## config.mk

```make
export PLATFORM = sky130hd
export DESIGN_NAME = csel_adder
export DESIGN_NICKNAME = d
export VERILOG_FILES = /design/src/rtl/csel_pkg.sv /design/src/rtl/csel_ripple.sv /design/src/rtl/csel_excess1.sv /design/src/rtl/csel_group.sv /design/src/rtl/csel_slice.sv /design/src/rtl/csel_adder.sv
export SDC_FILE = /design/constraint.sdc
export NUM_CORES = 1
export LEC_CHECK = 0
export ABC_AREA = 1
export ABC_CLOCK_PERIOD_IN_PS = 14930
export BUFFER_PORTS_ARGS = -buffer_cell sky130_fd_sc_hd__buf_2
export CAP_MARGIN = 0
export CORE_AREA = 2 2 150 152
export DETAILED_ROUTE_END_ITERATION = 12
export DIE_AREA = 0 0 152 154
export PLACE_DENSITY_LB_ADDON = 0.25
export RECOVER_POWER = 100
export SETUP_SLACK_MARGIN = 0.1
export SYNTH_ARGS = -nofsm -noshare
export SYNTH_HDL_FRONTEND = slang
export SYNTH_SLANG_ARGS = --single-unit
```

## constraint.sdc

```tcl
create_clock -name vclk -period 14.93
set_input_delay 1.493 -clock vclk [all_inputs]
set_output_delay 1.493 -clock vclk [all_outputs]
set_load 0.01 [all_outputs]
```

## src/rtl/csel_pkg.sv

```systemverilog
// Shared constants and group-layout functions for the carry-select adder.
// Assumes groups numbered 0..G-1 inside a slice; group 0 is 2 bits wide,
// group g>0 is g+1 bits wide, so five groups fill a 16-bit slice.
package csel_pkg;

    localparam int STYLE_RIPPLE = 0;
    localparam int STYLE_INCR   = 1;

    // Width of group g within a slice.
    function automatic int grp_width(input int g);
        return (g == 0) ? 2 : g + 1;
    endfunction

    // Lowest bit position of group g within a slice.
    function automatic int grp_base(input int g);
        return (g == 0) ? 0 : 2 + ((g - 1) * (g + 2)) / 2;
    endfunction

    // Total bits covered by a slice of the given group count.
    function automatic int slice_width(input int groups);
        return grp_base(groups);
    endfunction

endpackage

```

## src/rtl/csel_ripple.sv

```systemverilog
// Ripple-carry adder of WIDTH bits built from a chain of full adders.
// Assumes WIDTH >= 1. Purely combinational.
module csel_ripple #(
    parameter int WIDTH = 4
) (
    input  logic [WIDTH-1:0] x,
    input  logic [WIDTH-1:0] y,
    input  logic             ci,
    output logic [WIDTH-1:0] s,
    output logic             co
);
    logic [WIDTH:0] c;

    assign c[0] = ci;

    genvar i;
    generate
        for (i = 0; i < WIDTH; i++) begin : g_fa
            // One full-adder cell: sum and carry of bit i.
            assign s[i]   = x[i] ^ y[i] ^ c[i];
            assign c[i+1] = (x[i] & y[i]) | (c[i] & (x[i] ^ y[i]));
        end
    endgenerate

    assign co = c[WIDTH];

endmodule

```

## src/rtl/csel_excess1.sv

```systemverilog
// Excess-one converter: outputs its input plus one, modulo 2^WIDTH.
// Bit 0 is inverted; bit i flips when all lower bits are one.
// Assumes WIDTH >= 2. Purely combinational.
module csel_excess1 #(
    parameter int WIDTH = 5
) (
    input  logic [WIDTH-1:0] din,
    output logic [WIDTH-1:0] dout
);
    // allones[i] is the AND of din[i-1:0]; allones[0] is 1.
    logic [WIDTH-1:0] allones;

    assign allones[0] = 1'b1;

    genvar i;
    generate
        for (i = 1; i < WIDTH; i++) begin : g_and
            // Running AND of the lower bits.
            assign allones[i] = allones[i-1] & din[i-1];
        end
        for (i = 0; i < WIDTH; i++) begin : g_flip
            // Toggle bit i when every lower bit is set.
            assign dout[i] = din[i] ^ allones[i];
        end
    endgenerate

endmodule

```

## src/rtl/csel_group.sv

```systemverilog
// One upper carry-select group. It forms a carry-zero candidate with a
// ripple adder. It forms a carry-one candidate either with the excess-one
// converter (STYLE 1) or with a second ripple adder (STYLE 0). Then it picks
// one of the two with sel, the carry from the group below.
module csel_group #(
    parameter int WIDTH = 3,
    parameter int STYLE = csel_pkg::STYLE_INCR
) (
    input  logic [WIDTH-1:0] x,
    input  logic [WIDTH-1:0] y,
    input  logic             sel,
    output logic [WIDTH-1:0] s,
    output logic             co
);
    logic [WIDTH-1:0] s_zero, s_one;
    logic             c_zero, c_one;

    csel_ripple #(.WIDTH(WIDTH)) u_zero (
        .x(x), .y(y), .ci(1'b0), .s(s_zero), .co(c_zero)
    );

    generate
        if (STYLE == csel_pkg::STYLE_INCR) begin : g_incr
            csel_excess1 #(.WIDTH(WIDTH + 1)) u_inc (
                .din ({c_zero, s_zero}),
                .dout({c_one, s_one})
            );
        end else begin : g_dual
            csel_ripple #(.WIDTH(WIDTH)) u_one (
                .x(x), .y(y), .ci(1'b1), .s(s_one), .co(c_one)
            );
        end
    endgenerate

    // Final selection of sum and carry by the incoming carry.
    always_comb begin
        if (sel) begin
            s  = s_one;
            co = c_one;
        end else begin
            s  = s_zero;
            co = c_zero;
        end
    end

endmodule

```

## src/rtl/csel_slice.sv

```systemverilog
// A 16-bit (for GROUPS = 5) square-root carry-select slice. Group 0 is a
// plain ripple adder on ci. Each higher group selects on the carry chosen
// by the group below. Assumes GROUPS >= 2.
module csel_slice #(
    parameter int GROUPS = 5,
    parameter int STYLE  = csel_pkg::STYLE_INCR,
    localparam int SW    = csel_pkg::slice_width(GROUPS)
) (
    input  logic [SW-1:0] x,
    input  logic [SW-1:0] y,
    input  logic          ci,
    output logic [SW-1:0] s,
    output logic          co
);
    logic [GROUPS:0] gc;

    csel_ripple #(.WIDTH(csel_pkg::grp_width(0))) u_low (
        .x (x[1:0]),
        .y (y[1:0]),
        .ci(ci),
        .s (s[1:0]),
        .co(gc[1])
    );

    assign gc[0] = ci;

    genvar g;
    generate
        for (g = 1; g < GROUPS; g++) begin : g_grp
            localparam int GW = csel_pkg::grp_width(g);
            localparam int GB = csel_pkg::grp_base(g);
            csel_group #(.WIDTH(GW), .STYLE(STYLE)) u_grp (
                .x  (x[GB+GW-1:GB]),
                .y  (y[GB+GW-1:GB]),
                .sel(gc[g]),
                .s  (s[GB+GW-1:GB]),
                .co (gc[g+1])
            );
        end
    endgenerate

    assign co = gc[GROUPS];

endmodule

```

## src/rtl/csel_adder.sv

```systemverilog
// Top: unsigned W-bit carry-select adder built by chaining slices. Each
// slice's carry-out feeds the next slice's carry-in. Assumes W is a multiple
// of the slice width (16 for GROUPS = 5). Purely combinational: no clock and
// no reset.
module csel_adder #(
    parameter int W      = 128,
    parameter int GROUPS = 5,
    parameter int STYLE  = csel_pkg::STYLE_INCR
) (
    input  logic [W-1:0] a,
    input  logic [W-1:0] b,
    input  logic         cin,
    output logic [W-1:0] sum,
    output logic         cout
);
    localparam int SW     = csel_pkg::slice_width(GROUPS);
    localparam int NSLICE = W / SW;

    logic [NSLICE:0] sc;

    assign sc[0] = cin;

    genvar k;
    generate
        for (k = 0; k < NSLICE; k++) begin : g_slice
            csel_slice #(.GROUPS(GROUPS), .STYLE(STYLE)) u_slice (
                .x (a[k*SW+SW-1:k*SW]),
                .y (b[k*SW+SW-1:k*SW]),
                .ci(sc[k]),
                .s (sum[k*SW+SW-1:k*SW]),
                .co(sc[k+1])
            );
        end
    endgenerate

    assign cout = sc[NSLICE];

endmodule

```

# Word-level counts from Yosys, hierarchy flattened
# Index checks and enable logic that the tools add are counted.
[word_totals] register_bits=0 latch_bits=0 ram_bits=0 mem_bits_ro=0 input_bits=257 output_inout_bits=129 word_cells=832 memories=0
[op_classes] n_addsub=0 mul=0 div=0 order_cmp=0 n_eq_ne=0 n_shift=0 muxes=64 bitwise_logic=768 reduce_logical=0
[op_table] operator="XOR 1 bit" n=336
[op_table] operator="AND 1 bit" n=304
[op_table] operator="OR 1 bit" n=96
[op_table] operator="two-way mux 5 bit" n=8
[op_table] operator="two-way mux 1 bit" n=32
[op_table] operator="two-way mux 4 bit" n=8
[op_table] operator="inverter 1 bit" n=32
[op_table] operator="two-way mux 3 bit" n=8
[op_table] operator="two-way mux 2 bit" n=8

# Depth between registers and ports, before layout
[depth] word_depth=67 depth_mapped=95 mapped_depth_nobuf=95

# Cells and area by module
# From an unflattened synthesis, not the netlist that was laid out.
[hier_totals] hier_cells=1264 hier_area_um2=7527.2
[by_module_without_submodules] module="csel_ripple at g_slice[0].u_slice.g_grp[1].u_grp.u_zero ..." instances=16 cells_per_inst=10 area_each_um2=70.1 seq_area_each_um2=0.0
[by_module_without_submodules] module="csel_ripple at g_slice[0].u_slice.g_grp[4].u_grp.u_zero ..." instances=8 cells_per_inst=15 area_each_um2=137.6 seq_area_each_um2=0.0
[by_module_without_submodules] module="csel_ripple at g_slice[0].u_slice.g_grp[3].u_grp.u_zero ..." instances=8 cells_per_inst=14 area_each_um2=117.6 seq_area_each_um2=0.0
[by_module_without_submodules] module="csel_ripple at g_slice[0].u_slice.g_grp[2].u_grp.u_zero ..." instances=8 cells_per_inst=13 area_each_um2=97.6 seq_area_each_um2=0.0
[by_module_without_submodules] module="csel_group at g_slice[0].u_slice.g_grp[4].u_grp ..." instances=8 cells_per_inst=20 area_each_um2=75.1 seq_area_each_um2=0.0
[by_module_without_submodules] module="csel_excess1 at g_slice[0].u_slice.g_grp[4].u_grp.g_incr.u_inc ..." instances=8 cells_per_inst=10 area_each_um2=72.6 seq_area_each_um2=0.0
[by_module_without_submodules] module="csel_group at g_slice[0].u_slice.g_grp[3].u_grp ..." instances=8 cells_per_inst=17 area_each_um2=63.8 seq_area_each_um2=0.0
[by_module_without_submodules] module="csel_excess1 at g_slice[0].u_slice.g_grp[3].u_grp.g_incr.u_inc ..." instances=8 cells_per_inst=9 area_each_um2=60.1 seq_area_each_um2=0.0
[by_module_without_submodules] module="csel_group at g_slice[0].u_slice.g_grp[2].u_grp ..." instances=8 cells_per_inst=14 area_each_um2=52.6 seq_area_each_um2=0.0
[by_module_without_submodules] module="csel_excess1 at g_slice[0].u_slice.g_grp[2].u_grp.g_incr.u_inc ..." instances=8 cells_per_inst=8 area_each_um2=47.5 seq_area_each_um2=0.0
[by_module_without_submodules] module="csel_group at g_slice[0].u_slice.g_grp[1].u_grp ..." instances=8 cells_per_inst=11 area_each_um2=41.3 seq_area_each_um2=0.0
[by_module_without_submodules] module="csel_excess1 at g_slice[0].u_slice.g_grp[1].u_grp.g_incr.u_inc ..." instances=8 cells_per_inst=7 area_each_um2=35.0 seq_area_each_um2=0.0

# Least setup slack after synthesis
# No wires, ideal clock.
[synth_timing] path_type="input port to output port" from="input a[11]" to="output sum[123]" arrival_ns=13.266 required_time_ns=13.437 setup_slack_ns=0.171 stages=87 path_buffers=0 path_cell_list="ha_1 -> inv_1 -> fa_1 -> fa_1 -> fa_1 -> fa_1 -> inv_1 -> ha_1 -> xnor2_1 -> nand3_1 -> o21ai_1 -> fa_1 -> inv_1 -> fa_1 -> a21boi_1 -> nand2_1 -> nand2_1 -> nand3_1 -> (+51 left out) -> nand2_2 -> nand2_4 -> nand2_2 -> nand3b_1 -> nand3_1 -> nand2_1 -> fa_1 -> inv_1 -> fa_1 -> inv_2 -> nand2_2 -> nand2_4 -> nand3b_4 -> nand2_8 -> nand2_4 -> nand2_8 -> nand2_2 -> nand2_1"
[synth_via] elab_chain_cells=67 word_cells_on_any_way=76 classes_between="29 x mux; 47 x bitwise"
[synth_lines] item="from (decl)" line="csel_adder.sv:10" source="input logic [W-1:0] a,"
[synth_lines] item="AND 1 bit (2 in a row)" line="csel_ripple.sv:21" source="assign c[i+1] = (x[i] & y[i]) | (c[i] & (x[i] ^ y[i]));"
[synth_lines] item="OR 1 bit" line="csel_ripple.sv:21"
[synth_lines] item="AND 1 bit" line="csel_ripple.sv:21"
[synth_lines] item="OR 1 bit" line="csel_ripple.sv:21"
[synth_lines] item="AND 1 bit" line="csel_ripple.sv:21"
[synth_lines] item="OR 1 bit" line="csel_ripple.sv:21"
[synth_lines] item="AND 1 bit or XOR 1 bit (tied branches)" line="csel_ripple.sv:21, csel_ripple.sv:20"
[synth_lines] item="OR 1 bit or AND 1 bit (tied branches)" line="csel_ripple.sv:21, csel_excess1.sv:19"
[synth_lines] item="(+45 left out)"
[synth_lines] item="OR 1 bit *" line="csel_ripple.sv:21"
[synth_lines] item="two-way mux 1 bit * (4 in a row)" line="csel_group.sv:37" source="if (sel) begin"
[synth_lines] item="AND 1 bit *" line="csel_ripple.sv:21"
[synth_lines] item="OR 1 bit *" line="csel_ripple.sv:21"
[synth_lines] item="AND 1 bit *" line="csel_ripple.sv:21"
[synth_lines] item="OR 1 bit *" line="csel_ripple.sv:21"
[synth_lines] item="two-way mux 1 bit * (3 in a row)" line="csel_group.sv:37"
[synth_lines] item="two-way mux 5 bit *" line="csel_group.sv:37"
[synth_lines] item="to (decl)" line="csel_adder.sv:13" source="output logic [W-1:0] sum,"
# Mark *: on every way between the ends. The rest lies on a longest branch, timed or not.

# Worst setup path in the final report
[layout_timing] from="input b[11]" to="output sum[119]"
[layout_via] elab_chain_cells=66 word_cells_on_any_way=75 classes_between="28 x mux; 47 x bitwise"
[layout_lines] item="from (decl)" line="csel_adder.sv:11" source="input logic [W-1:0] b,"
[layout_lines] item="AND 1 bit (2 in a row)" line="csel_ripple.sv:21"
[layout_lines] item="OR 1 bit" line="csel_ripple.sv:21"
[layout_lines] item="AND 1 bit" line="csel_ripple.sv:21"
[layout_lines] item="OR 1 bit" line="csel_ripple.sv:21"
[layout_lines] item="AND 1 bit" line="csel_ripple.sv:21"
[layout_lines] item="OR 1 bit" line="csel_ripple.sv:21"
[layout_lines] item="AND 1 bit or XOR 1 bit (tied branches)" line="csel_ripple.sv:21, csel_ripple.sv:20"
[layout_lines] item="OR 1 bit or AND 1 bit (tied branches)" line="csel_ripple.sv:21, csel_excess1.sv:19"
[layout_lines] item="(+45 left out)"
[layout_lines] item="OR 1 bit *" line="csel_ripple.sv:21"
[layout_lines] item="two-way mux 1 bit * (4 in a row)" line="csel_group.sv:37"
[layout_lines] item="AND 1 bit *" line="csel_ripple.sv:21"
[layout_lines] item="OR 1 bit *" line="csel_ripple.sv:21"
[layout_lines] item="AND 1 bit *" line="csel_ripple.sv:21"
[layout_lines] item="OR 1 bit *" line="csel_ripple.sv:21"
[layout_lines] item="two-way mux 1 bit * (2 in a row)" line="csel_group.sv:37"
[layout_lines] item="two-way mux 4 bit *" line="csel_group.sv:37"
# Marked as above.

==> results.md <==
* Critical path required time at 13440 ps
* Final worst path period share at roughly 97%
* Pleak at about 0.006 uW
* Ant diodes at 0
* Vias in the first global route at 6676
* Critical path buffers and inverters at 19
* Element type at the critical path end: primary output
* Maximum VDD drop at 0.00004113 V
* Clkbuf count at 0
* Layout area overhead at 48.29%
* Max stage delay on crit path at 520 ps
* Largest net degree at the start of global routing at 9
* Status: completed
* Yosys top cell area share at between 20 and 30%
* GR met2 Demand/Resource at between 30% and 40%
* Fmax at ~69 MHz
* Mapped Cells at 838
* Global-route wire length before repair at 30.86 mm
* Antenna-violating nets left at 0
* Gr ovfl total at 0
* DR DRC count at 0
* M3 GR Usage at 3.382%
* Syn Area/Cell at 7.986 um^2
* Area leader, netlist: fa_1
* Slew @ Worst Pin at 427.7 ps
* Crit Path Category: input pin to primary output
* Fin worst setup slack at 412.4 ps
* Initial Util at 30.86%
* Fin nets at 1754
* FF+latch area at 0 um^2
* RSZ-0062 raised after global routing: yes
* Sequential element share of the synthesized area at 0%
* Power Total at 681.9 uW
* Top Family by Delay on Critical Path: adder cells
* Seq cells at 0
* Worst Setup Start Kind: input pin
* PortBufs at 386
* Routing usage on met1 at 17.04%
* Most common cell in the netlist: inv_1
* Share of post-route cells with drive strength above 1 at 46.15%
* GP Congestion at 0.8286
* PD cells at 68.71 nW/um^2
* All-layer global routing usage at 15.59%
* Slowest CP cell: fa_1
* Setup TNS at 0 ps
* DRT Pass-1 Iters at 4
* Final WL at 19.47 mm
* Via Count at 6769
* Final min period at 14520 ps
* Post-DP HPWL at 18.21 mm
* Worst-path fanout max at 4
* Crit-path most repeated cell: nand2_4
* Chip Height at 154 um
* Synth Warn # at 0
* Synth top cells by count: 231 x inv_1, 118 x nand2_1, 112 x ha_1
* Core ar. at ~22000 um^2
* Initial antenna violation count at 0
* Wire length per cell at 12.42 um
* Post-synthesis instance area at 6693 um^2
* Die ar. at 23410 um^2
* Leading post-synthesis cells by cell area: fa_1 29%, ha_1 21%, inv_1 13%, nand3_1 7.6%, nand2_1 6.6%
* Final number of hold-violating endpoints at 0
* Max-slew violation count at 0
* Max-cap viol count at 0
* Top Ports at between 300 and 400
* Filler cells at 2217
* Synthesized Nets at 1303
* Post-route insts no fill at roughly 1600
* Vias per inst at around 4.3
* DP Cell Count at roughly 1500
* Slew HR at 71.28%
* Cell Rows at 54
* Hold WC Path Type: input pin to primary output
* Multi-input logic area at between 6000 and 7000 um^2
* Dpl ws at -227.0 ps
* Gr busiest metal: met2
* WP data arrival at about 13000 ps
* Yosys cell types at 24
* Die width at about 150 um
* Iter 0 DRT Violations at 126
* Final setup violation count at 0
[through the flow]
step | instance area [um^2] | util, % | hold WS, ps
after floorplan | 6693 | - | 3172
after global placement | 9298 | 42.87 | 3335
after detailed placement | 9298 | 42.87 | 3347
after CTS | 9314 | 42.94 | 3347
after global routing | 9925 | 45.76 | 3376
final | 9925 | 45.76 | 3378
[cell usage in the layout, fill, tap and decap left out, drive strengths merged, types with 14 or more instances in the layout]
cell type | Yosys | final
buf | 0 | 441
inv | 239 | 239
nand2 | 168 | 168
ha | 112 | 112
nand3 | 103 | 103
fa | 96 | 96
xnor2 | 34 | 34
nand3b | 26 | 26
xor2 | 14 | 14
[final cells by class]
cell class	count	share of cell area (%)
inverters	239	9.115
repair buffers	449	24.42
multi-input cells	599	62.93
well taps	280	3.530
[cells by family after synthesis]
group,Yosys count,share of synthesized area (%)
AOI/OAI and AO/OA,25,1.963
xor gates and xnor gates,48,6.674
adders and majority gates,208,49.65
buffers and inverters,239,13.40
muxes,8,1.346
and+or+nand+nor,310,26.96
[timing repair]
| item | 4_1_cts | 5_1_grt |
|---|---|---|
| hold buffers | 0 | 0 |
| pin swaps | 1 | 43 |
| resized for setup | 5 | 110 |
| buffers inserted | 0 | 20 |
| endpoints found under the setup margin | 13 | 17 |
| endpoints found under the hold margin | 0 | 0 |
[final timing paths]
path | cells after the start | end | slack [ps] | startpoint
worst max-delay path | 89 | sum[119] | 410 | b[11]
worst min-delay path | 3 | sum[0] | 3380 | cin
[tightest hold or removal path, cell delays in order]
cell and delay, ps:
buf_2 90, fa_1 150, clkbuf_1 150
[where the power goes]
part	total [uW]	switching (uW)	internal [uW]
combinational	682	371	310
clock	0	0	0
sequential	0	0	0
total	682	371	310
[per-layer routing]
layer	routed length, um	up-vias	part of all wire, %
met1	7205	3063	37
met4	186	0	0.96
met2	10610	233	55
met5	0	-	0
met3	1464	10	7.5
li1	-	3463	-
Power figures use the tool's default switching activity.
